===== src/rtl/spi_xfer_pkg.sv =====
package spi_xfer_pkg;

  // Per-exchange settings held after acceptance
  typedef struct packed {
    logic cpha;
    logic lsb_first;
  } spi_mode_t;

  typedef enum logic {
    SEQ_IDLE = 1'b0,
    SEQ_RUN  = 1'b1
  } seq_state_t;

endpackage


===== src/rtl/spi_rate_div.sv =====
module spi_rate_div #(
  parameter  int SEL_W = 3,
  localparam int CNT_W = (1 << SEL_W) - 1
) (
  input  logic             clk,
  input  logic             rst,
  input  logic             en_i,
  input  logic [SEL_W-1:0] sel_i,
  output logic             tick_o,
  output logic [CNT_W-1:0] cnt_o
);

  logic [CNT_W-1:0] lim;
  logic [CNT_W-1:0] cnt_q;

  // terminal count 2^sel - 1 is a thermometer of sel ones
  for (genvar i = 0; i < CNT_W; i++) begin : g_lim
    assign lim[i] = (int'(sel_i) > i);
  end

  assign tick_o = en_i && (cnt_q == lim);
  assign cnt_o  = cnt_q;

  always_ff @(posedge clk) begin
    if (rst || !en_i) begin
      cnt_q <= '0;
    end else if (tick_o) begin
      cnt_q <= '0;
    end else begin
      cnt_q <= cnt_q + 1'b1;
    end
  end

endmodule


===== src/rtl/spi_seq_ctrl.sv =====
module spi_seq_ctrl
  import spi_xfer_pkg::*;
#(
  parameter  int DATA_W = 8,
  localparam int EDGES  = 2 * DATA_W,
  localparam int PH_FIN = EDGES + 1,
  localparam int PH_END = EDGES + 2,
  localparam int PH_W   = $clog2(PH_END + 1)
) (
  input  logic clk,
  input  logic rst,
  input  logic start_i,
  input  logic cpol_i,
  input  logic cpha_i,
  input  logic tick_i,
  output logic busy_o,
  output logic ss_n_o,
  output logic sck_o,
  output logic accept_o,
  output logic sample_o,
  output logic change_o,
  output logic finish_o
);

  seq_state_t      state_q;
  logic [PH_W-1:0] ph_q;
  logic [PH_W-1:0] ph_nxt;
  logic            ss_n_q;
  logic            sck_q;
  logic            run;
  logic            edge_en;
  logic            odd;

  assign run      = (state_q == SEQ_RUN);
  assign ph_nxt   = ph_q + 1'b1;
  assign odd      = ph_nxt[0];
  assign edge_en  = run && tick_i && (ph_q < PH_W'(EDGES));
  assign accept_o = !run && start_i;

  always_comb begin
    sample_o = 1'b0;
    change_o = 1'b0;
    if (edge_en) begin
      if (cpha_i) begin
        sample_o = !odd;
        change_o = odd;
      end else begin
        sample_o = odd;
        change_o = !odd && (ph_nxt != PH_W'(EDGES));
      end
    end
  end

  assign finish_o = run && tick_i && (ph_nxt == PH_W'(PH_FIN));

  always_ff @(posedge clk) begin
    if (rst) begin
      state_q <= SEQ_IDLE;
      ph_q    <= '0;
      ss_n_q  <= 1'b1;
      sck_q   <= cpol_i;
    end else begin
      case (state_q)
        SEQ_IDLE: begin
          sck_q <= cpol_i;
          if (start_i) begin
            state_q <= SEQ_RUN;
            ph_q    <= '0;
            ss_n_q  <= 1'b0;
          end
        end
        default: begin
          if (tick_i) begin
            ph_q <= ph_nxt;
            if (edge_en) begin
              sck_q <= ~sck_q;
            end
            if (ph_nxt == PH_W'(PH_FIN)) begin
              ss_n_q <= 1'b1;
            end
            if (ph_nxt == PH_W'(PH_END)) begin
              state_q <= SEQ_IDLE;
            end
          end
        end
      endcase
    end
  end

  assign busy_o = run;
  assign ss_n_o = ss_n_q;
  assign sck_o  = sck_q;

endmodule


===== src/rtl/spi_bit_shifter.sv =====
module spi_bit_shifter #(
  parameter  int DATA_W = 8,
  localparam int BIT_W  = $clog2(DATA_W),
  localparam int IDX_W  = BIT_W + 1
) (
  input  logic              clk,
  input  logic              rst,
  input  logic              load_i,
  input  logic [DATA_W-1:0] data_i,
  input  logic              cpha_i,
  input  logic              lsbf_i,
  input  logic              order_i,
  input  logic              change_i,
  input  logic              sample_i,
  input  logic              finish_i,
  input  logic              miso_i,
  output logic              mosi_o,
  output logic [DATA_W-1:0] rx_o
);

  logic [DATA_W-1:0] tx_q;
  logic [DATA_W-1:0] rx_q;
  logic [IDX_W-1:0]  oi_q;
  logic [IDX_W-1:0]  si_q;
  logic              mosi_q;
  logic [BIT_W-1:0]  out_pos;
  logic [BIT_W-1:0]  in_pos;
  logic [BIT_W-1:0]  first_pos;

  localparam logic [BIT_W-1:0] TOP_POS = BIT_W'(DATA_W - 1);

  assign out_pos   = order_i ? oi_q[BIT_W-1:0] : TOP_POS - oi_q[BIT_W-1:0];
  assign in_pos    = order_i ? si_q[BIT_W-1:0] : TOP_POS - si_q[BIT_W-1:0];
  assign first_pos = lsbf_i ? '0 : TOP_POS;

  always_ff @(posedge clk) begin
    if (rst) begin
      tx_q   <= '0;
      rx_q   <= '0;
      oi_q   <= '0;
      si_q   <= '0;
      mosi_q <= 1'b0;
    end else if (load_i) begin
      tx_q <= data_i;
      rx_q <= '0;
      si_q <= '0;
      if (cpha_i) begin
        mosi_q <= 1'b0;
        oi_q   <= '0;
      end else begin
        mosi_q <= data_i[first_pos];
        oi_q   <= IDX_W'(1);
      end
    end else begin
      if (change_i) begin
        mosi_q <= tx_q[out_pos];
        oi_q   <= oi_q + 1'b1;
      end
      if (sample_i) begin
        rx_q[in_pos] <= miso_i;
        si_q         <= si_q + 1'b1;
      end
      if (finish_i) begin
        mosi_q <= 1'b0;
      end
    end
  end

  assign mosi_o = mosi_q;
  assign rx_o   = rx_q;

endmodule


===== src/rtl/spi_xfer_master.sv =====
module spi_xfer_master
  import spi_xfer_pkg::*;
#(
  parameter  int DATA_W = 8,
  parameter  int SEL_W  = 3,
  localparam int HALF_W = (1 << SEL_W) - 1
) (
  input  logic              clk,
  input  logic              rst,
  input  logic              start_i,
  input  logic [DATA_W-1:0] wdata_i,
  input  logic [SEL_W-1:0]  rate_sel_i,
  input  logic              cpol_i,
  input  logic              cpha_i,
  input  logic              lsb_first_i,
  input  logic              miso_i,
  output logic [DATA_W-1:0] rdata_o,
  output logic              busy_o,
  output logic              done_o,
  output logic              sck_o,
  output logic              mosi_o,
  output logic              ss_n_o
);

  spi_mode_t         cfg_q;
  logic [SEL_W-1:0]  sel_q;
  logic [DATA_W-1:0] rdata_q;
  logic              done_q;
  logic [DATA_W-1:0] rx;
  logic [HALF_W-1:0] div_cnt;
  logic              tick;
  logic              busy;
  logic              accept;
  logic              sample;
  logic              change;
  logic              finish;

  spi_rate_div #(.SEL_W(SEL_W)) u_div (
    .clk    (clk),
    .rst    (rst),
    .en_i   (busy),
    .sel_i  (sel_q),
    .tick_o (tick),
    .cnt_o  (div_cnt)
  );

  spi_seq_ctrl #(.DATA_W(DATA_W)) u_seq (
    .clk      (clk),
    .rst      (rst),
    .start_i  (start_i),
    .cpol_i   (cpol_i),
    .cpha_i   (cfg_q.cpha),
    .tick_i   (tick),
    .busy_o   (busy),
    .ss_n_o   (ss_n_o),
    .sck_o    (sck_o),
    .accept_o (accept),
    .sample_o (sample),
    .change_o (change),
    .finish_o (finish)
  );

  spi_bit_shifter #(.DATA_W(DATA_W)) u_shift (
    .clk      (clk),
    .rst      (rst),
    .load_i   (accept),
    .data_i   (wdata_i),
    .cpha_i   (cpha_i),
    .lsbf_i   (lsb_first_i),
    .order_i  (cfg_q.lsb_first),
    .change_i (change),
    .sample_i (sample),
    .finish_i (finish),
    .miso_i   (miso_i),
    .mosi_o   (mosi_o),
    .rx_o     (rx)
  );

  always_ff @(posedge clk) begin
    if (rst) begin
      cfg_q   <= '0;
      sel_q   <= '0;
      rdata_q <= '0;
      done_q  <= 1'b0;
    end else begin
      done_q <= finish;
      if (accept) begin
        cfg_q.cpha      <= cpha_i;
        cfg_q.lsb_first <= lsb_first_i;
        sel_q           <= rate_sel_i;
      end
      if (finish) begin
        rdata_q <= rx;
      end
    end
  end

  assign rdata_o = rdata_q;
  assign done_o  = done_q;
  assign busy_o  = busy;

endmodule


===== config.mk =====
export PLATFORM = sky130hd
export DESIGN_NAME = spi_xfer_master
export DESIGN_NICKNAME = d
export VERILOG_FILES = /design/src/rtl/spi_xfer_pkg.sv /design/src/rtl/spi_rate_div.sv /design/src/rtl/spi_seq_ctrl.sv /design/src/rtl/spi_bit_shifter.sv /design/src/rtl/spi_xfer_master.sv
export SDC_FILE = /design/constraint.sdc
export NUM_CORES = 1
export LEC_CHECK = 0
export ABC_CLOCK_PERIOD_IN_PS = 4270
export BUFFER_PORTS_ARGS = -buffer_cell sky130_fd_sc_hd__buf_2
export CAP_MARGIN = 20
export CORE_MARGIN = 5
export CORE_UTILIZATION = 40
export DETAILED_ROUTE_END_ITERATION = 16
export GPL_TIMING_DRIVEN = 0
export HOLD_SLACK_MARGIN = 0.05
export SYNTH_ARGS = -nofsm -noshare
export SYNTH_HDL_FRONTEND = slang
export SYNTH_SLANG_ARGS = --single-unit

===== constraint.sdc =====
create_clock -name clk -period 4.27 [get_ports clk]
set_input_delay 0.2135 -clock clk [delete_from_list [all_inputs] [get_ports clk]]
set_output_delay 0.2135 -clock clk [all_outputs]
set_load 0.01 [all_outputs]

; Yosys cells after proc, flatten, opt, wreduce, memory -nomap -nowiden
; Cells that the tools add are included.
[totals]
out_inout_bits = 13
word_cells = 96
inputBits = 18
regBits = 54
[classes]
addsub = 6
eq_ne = 8
magnitude_cmp = 12
muxes = 36
n_reduce_logical = 18
bitwise = 1
[ops]
columns = op, count
row1 = $mux 1, 24
row2 = $mux 5, 3
row3 = $lt 3x4->1 const B, 3
row4 = $eq 5x5->1 const B, 2
row5 = $gt 3x3->1 const B, 3
row6 = $mux 3, 3
row7 = $add 4x1->4 const B, 2
row8 = $bwmux 8, 1
row9 = $mux 4, 2
row10 = $add 7x1->7 const B, 1
row11 = $eq 7x7->1, 1
row12 = $logic_and 1x1->1, 7
row13 = $bmux 1 s3, 2
row14 = $gt 3x1->1 const B, 2
row15 = $gt 3x2->1 const B, 2
row16 = $sub 3x3->3 const A, 2
row17 = $add 5x1->5 const B, 1
row18 = $lt 5x5->1 const B, 1
row19 = $ne 5x5->1 const B, 1
row20 = $reduce_and 2->1, 2
row21 = $reduce_bool 2->1, 2
row22 = $reduce_or 2->1, 2
row23 = $demux 1 s3, 1
row24 = $ge 3x1->1 const B, 1
row25 = other kinds (9), 10

; Logic depth before layout (Yosys ltp)
[depth]
word_depth = 9
mapped_depth = 8
ltp_nobuf = 7

; Hierarchy
; Synthesis repeated with hierarchy kept, for this count alone.
[hier_totals]
cells_unflattened = 300
area_unflattened_um2 = 2807.7
[modules_own_cells]
columns = module, area_each_um2, n_inst, cells_each, seq_area_each_um2
row1 = spi_bit_shifter, 1285.0, 1, 137, 460.4
row2 = spi_seq_ctrl, 533.0, 1, 66, 170.2
row3 = spi_rate_div, 500.5, 1, 53, 140.1
row4 = spi_xfer_master, 489.2, 1, 44, 280.3

; Worst setup path before layout
; Ideal clock, no wire load.
[synth_path]
kind = flip-flop to flip-flop
start = register sel_q[1]
end = register rdata_q[0] (netlist: rdata_o[0])
setup_ps = 128
arrival_ps = 2035
synth_period_minus_slack_ps = 2163
path_slack_ps = 2107
stages_incl_launch_ff = 9
t_required_ps = 4142
cell_sequence = dfxtp_1 -> buf_6 -> and2_4 -> a2111oi_2 -> o221ai_2 -> or4b_4 -> buf_6 -> mux2i_1 -> nor2_1
[synth_via]
elab_chain_len = 5
[synth_lines]
columns = item, line
row1 = start: declaration, spi_xfer_master.sv:26  ; logic [SEL_W-1:0] sel_q;
row2 = start signal: assignment, spi_xfer_master.sv:90  ; sel_q <= rate_sel_i;
row3 = "$gt 3x1->1, or another cell as far along", spi_rate_div.sv:18  ; assign lim[i] = (int'(sel_i) > i);
row4 = $eq 7x7->1 *, spi_rate_div.sv:21  ; assign tick_o = en_i && (cnt_q == lim);
row5 = $logic_and 1x1->1 *, spi_rate_div.sv:21
row6 = $logic_and 1x1->1 * (2 in series), spi_seq_ctrl.sv:54  ; assign finish_o = run && tick_i && (ph_nxt == PH_W'(PH_FIN));
row7 = end signal: assignment, spi_xfer_master.sv:93  ; rdata_q <= rx;
row8 = end: declaration, spi_xfer_master.sv:27  ; logic [DATA_W-1:0] rdata_q;
; Every way passes the cells marked *; elsewhere a longest branch is shown, timed or not.
; A chain may end at the register's enable or synchronous reset.

; Worst setup path in the final report
[layout_path]
start = register sel_q[2]
end = register u_shift.rx_q[7] (netlist: u_shift.rx_o[7])
[layout_via]
elab_chain_len = 6
[layout_lines]
columns = item, line
row1 = "$gt 3x1->1, or another cell as far along", spi_rate_div.sv:18
row2 = $eq 7x7->1 *, spi_rate_div.sv:21
row3 = $logic_and 1x1->1 *, spi_rate_div.sv:21
row4 = $logic_and 1x1->1 * (2 in series), spi_seq_ctrl.sv:37  ; assign edge_en = run && tick_i && (ph_q < PH_W'(EDGES));
row5 = $mux 1 *, spi_seq_ctrl.sv:43  ; if (edge_en) begin
row6 = end signal: indexed assignment, spi_bit_shifter.sv:60  ; rx_q[in_pos] <= miso_i;
row7 = end: declaration, spi_bit_shifter.sv:22  ; logic [DATA_W-1:0] rx_q;
; Marks and branches as above.

==> impl_results.md <==
- Number of detailed-routing iterations run before antenna repair: 5
- Unique cell type count in the Yosys netlist: a little under 50
- Post-synth top area share: 0.3897
- Required time of the critical path: around 4.5 ns
- H-tree depth reported by CTS: 2
- EDFF count, synth: 1
- First-pass GRT wire length: 9.756 mm
- Die area: a little over 0.008 mm²
- Filler cell count: roughly 630
- Largest family of logic cells by synthesized area: simple AND/OR/NAND/NOR gates
- Vias after detailed routing: 2191
- Root buffer cell: clkbuf_8
- Cts bufs inserted: 5
- Top cell types by occurrence after synthesis: dfxtp_1 (51), nand2_1 (41), nor2_1 (33)
- Worst hold-check path type: in -> reg
- Pwr dens: between 300 and 400 mW/mm²
- Min Clock Period, post-route: 2.510 ns
- Final WS setup: 1.760 ns
- Share of layout cells above drive strength 1: 0.1412
- Synthesis-to-layout area growth: 12.56%
- Buffer levels on the longest clock path: 2
- Final #Nets: 371
- Max-cap violations: 0
- Status: finished clean
- Pin count of the biggest net entering global routing: 17
- Synth Cell Area: between 0.002 and 0.003 mm²
- Antenna violation net count after detailed routing: 0
- Final setup viols: 0
- GRT Max-Usage Layer: met2
- Post-synthesis async set-or-reset flop share: 0
- Avg Cell Area, Syn: about 8.5 µm²
- Total clock sinks: 52
- Prevailing post-synth register cell: dfxtp_1
- Fraction of the mapped netlist area in simple logic gates: 0.2469
- Finished Layout Cells: 424
- Maximum fanout along the worst path: 10
- Area of the core: 0.006350 mm²
- TritonCTS clock tree: built
- Fin crit share: 0.5877
- Worst hold stages: 3
- Remaining DRCs: 0
- Diodes inserted: 0
- Fmax: 0.3985 GHz
- Setup Total Neg Slack: 0 ns
- Share of synthesized cell area in full adder, half adder and majority cells: 0.03343
- Multi-input logic area: 0.001448 mm²
- Net count after synthesis: 335
- Setup bufs post-CTS: 0
- Library cell with the highest instance count after synthesis: dfxtp_1
- Final Slew Violations: 0
- Drt first-iter violations: 94
- WS Path Type: reg -> reg
- Library cell occupying the most area in the post-synthesis netlist: dfxtp_1
- Port buffer count: 29
- Starting Density: 0.4126
- Cell types occupying the most area after synthesis: dfxtp_1 (39%), mux2i_1 (8.8%), nand2_1 (5.9%)
- Resized cells post-CTS: 0
- Placer congestion estimate: roughly 0.84
- Setup skew after layout: slightly above 0.01 ns
- Pre-CTS setup slack: 1.778 ns
- Yosys Warn Count: 0
- Area fraction in compound gates after synthesis: 0.1299
- Xor and xnor fraction of the mapped netlist area: 0.05014
- Source-to-sink clock delay at the later pin of the worst-skew pair: around 0.3 ns
- Setup repair after global routing missed its margin: false
- Post-synthesis sequential area ratio: 0.4011
- Slew Limit Headroom: 0.4766
- Endpoint kind of the worst setup timing path: register
- Clock edge transition at the registers on the reported setup and hold paths: 0.10 ns
- GRT overflow: 0
- Worst reg2reg path depth: 7
- Maximum ir drop on the vdd rail: 0.1537 mV
- GRT met3 Usage: 0.03058
- Vias in the first global route: 2109
- Synthesized instance count: between 300 and 400
- Tot GR Track Use: 0.1400
- Cell Count Post-Placement: 416
- Post-synthesis sequential element count: between 50 and 60
- Type of element launching the critical path: register
- Met1 GRT Util: 0.1856
- Post-DR wirelength/cell: 13.34 µm
- Power consumption: 0.9125 mW
- Top-level port count: 31
- Number of hold violations in the final report: 0
- Global-route met2 utilization: 0.2308
- Sequential standard cell area: 0.001051 mm²
- Standard-cell row count: 29
- Initial antenna violation count: 0
- Fraction of synthesized area in multiplexers: 0.09217
- Arrival time worst endpoint: 2.70 ns
- Drt via density: 5.167
- Die X-Extent: 90.93 µm
- Die span in y: 90.93 µm
- Pleak: 1.151 nW
- Hold_buf cts: 0
- Total wire length after detailed routing: 5.657 mm
- Worst-Margin Slew: 0.7844 ns
- DP Wirelength: 4.155 mm
placed cells by master, fill, tap and decap left out, types with 3 or more instances in the layout:
master	n
a21oi_1	25
xor2_1	6
buf_2	30
ha_1	7
nand2_1	41
nand2b_1	8
nand4_1	3
inv_1	8
nor3_1	11
and2_1	3
or3_1	5
nand3_1	6
clkbuf_1	17
xnor2_1	9
nor4_1	8
dfxtp_1	51
nand3b_1	5
nor2_1	33
mux2i_1	23
o21ai_0	5
clkbuf_8	5
nor2b_1	4
final cells by class:
| type | instances | share of cell area |
|---|---|---|
| inverter | 8 | 0.01018 |
| buffer | 20 | 0.03097 |
| multi-input combinational | 230 | 0.4909 |
| timing repair buffer | 29 | 0.04922 |
| sequential | 52 | 0.3564 |
| clock inverter | 3 | 0.006364 |
| clock buffer | 5 | 0.02333 |
| tap | 77 | 0.03267 |
routing by layer:
metal | wire length [µm] | up-vias
met4 | 57 | 0
met1 | 2703 | 1006
met3 | 180 | 6
met5 | 0 | -
met2 | 2716 | 29
li1 | - | 1150
critical path, stage by stage, from the launching register on:
cell	delay, ns
dfxtp_1	0.34
clkbuf_1	0.35
o21ai_0	0.20
xor2_1	0.27
o2111ai_1	0.43
or2_2	0.46
o31ai_1	0.24
a21oi_1	0.09
through the flow:
stage                       util  instance area, µm²  hold WS, ns
after global placement    0.4506                2861       0.4552
final                     0.4644                2949       0.1385
after detailed placement  0.4506                2861       0.4585
after CTS                 0.4644                2949       0.1290
after global routing      0.4644                2949       0.1135
after floorplan                -                2620       0.3495
worst paths after layout:
path,start,slack [ns],endpoint
max,sel_q[2],1.76,u_shift.rx_o[7]
min,rate_sel_i[1],0.14,sel_q[1]
max reg2reg,sel_q[2],1.76,u_shift.rx_o[7]
min reg2reg,u_shift.rx_o[7],0.48,u_shift.rx_o[7]
logic make-up after synthesis:
kind of cell	Yosys count
buffers and inverters	28
and+or+nand+nor	133
AOI/OAI and AO/OA	51
muxes	24
DFF	52
adders and majority gates	7
xor gates and xnor gates	15
flip-flops by register name, summed over array words and instances, names as in the netlist:
| register | cells |
|---|---|
| u_seq.busy_o | 1 |
| u_shift.rx_o | 8 |
| cfg_q | 2 |
| u_shift.mosi_o | 1 |
| u_div.cnt_o | 7 |
| done_o | 1 |
| u_shift.tx_q | 8 |
| u_shift.si_q | 3 |
| u_seq.sck_o | 1 |
| u_shift.oi_q | 3 |
| u_seq.ss_n_o | 1 |
| rdata_o | 8 |
| sel_q | 3 |
| u_seq.ph_q | 5 |
where the power goes:
part           total (mW)  switching [mW]  internal, mW  leakage [nW]
clock network       0.279           0.164         0.115        0.0479
logic               0.121          0.0762        0.0445         0.679
registers           0.513          0.0126         0.500         0.425
total               0.912           0.253         0.659          1.15
No activity file was read; power rests on OpenSTA's default activity.
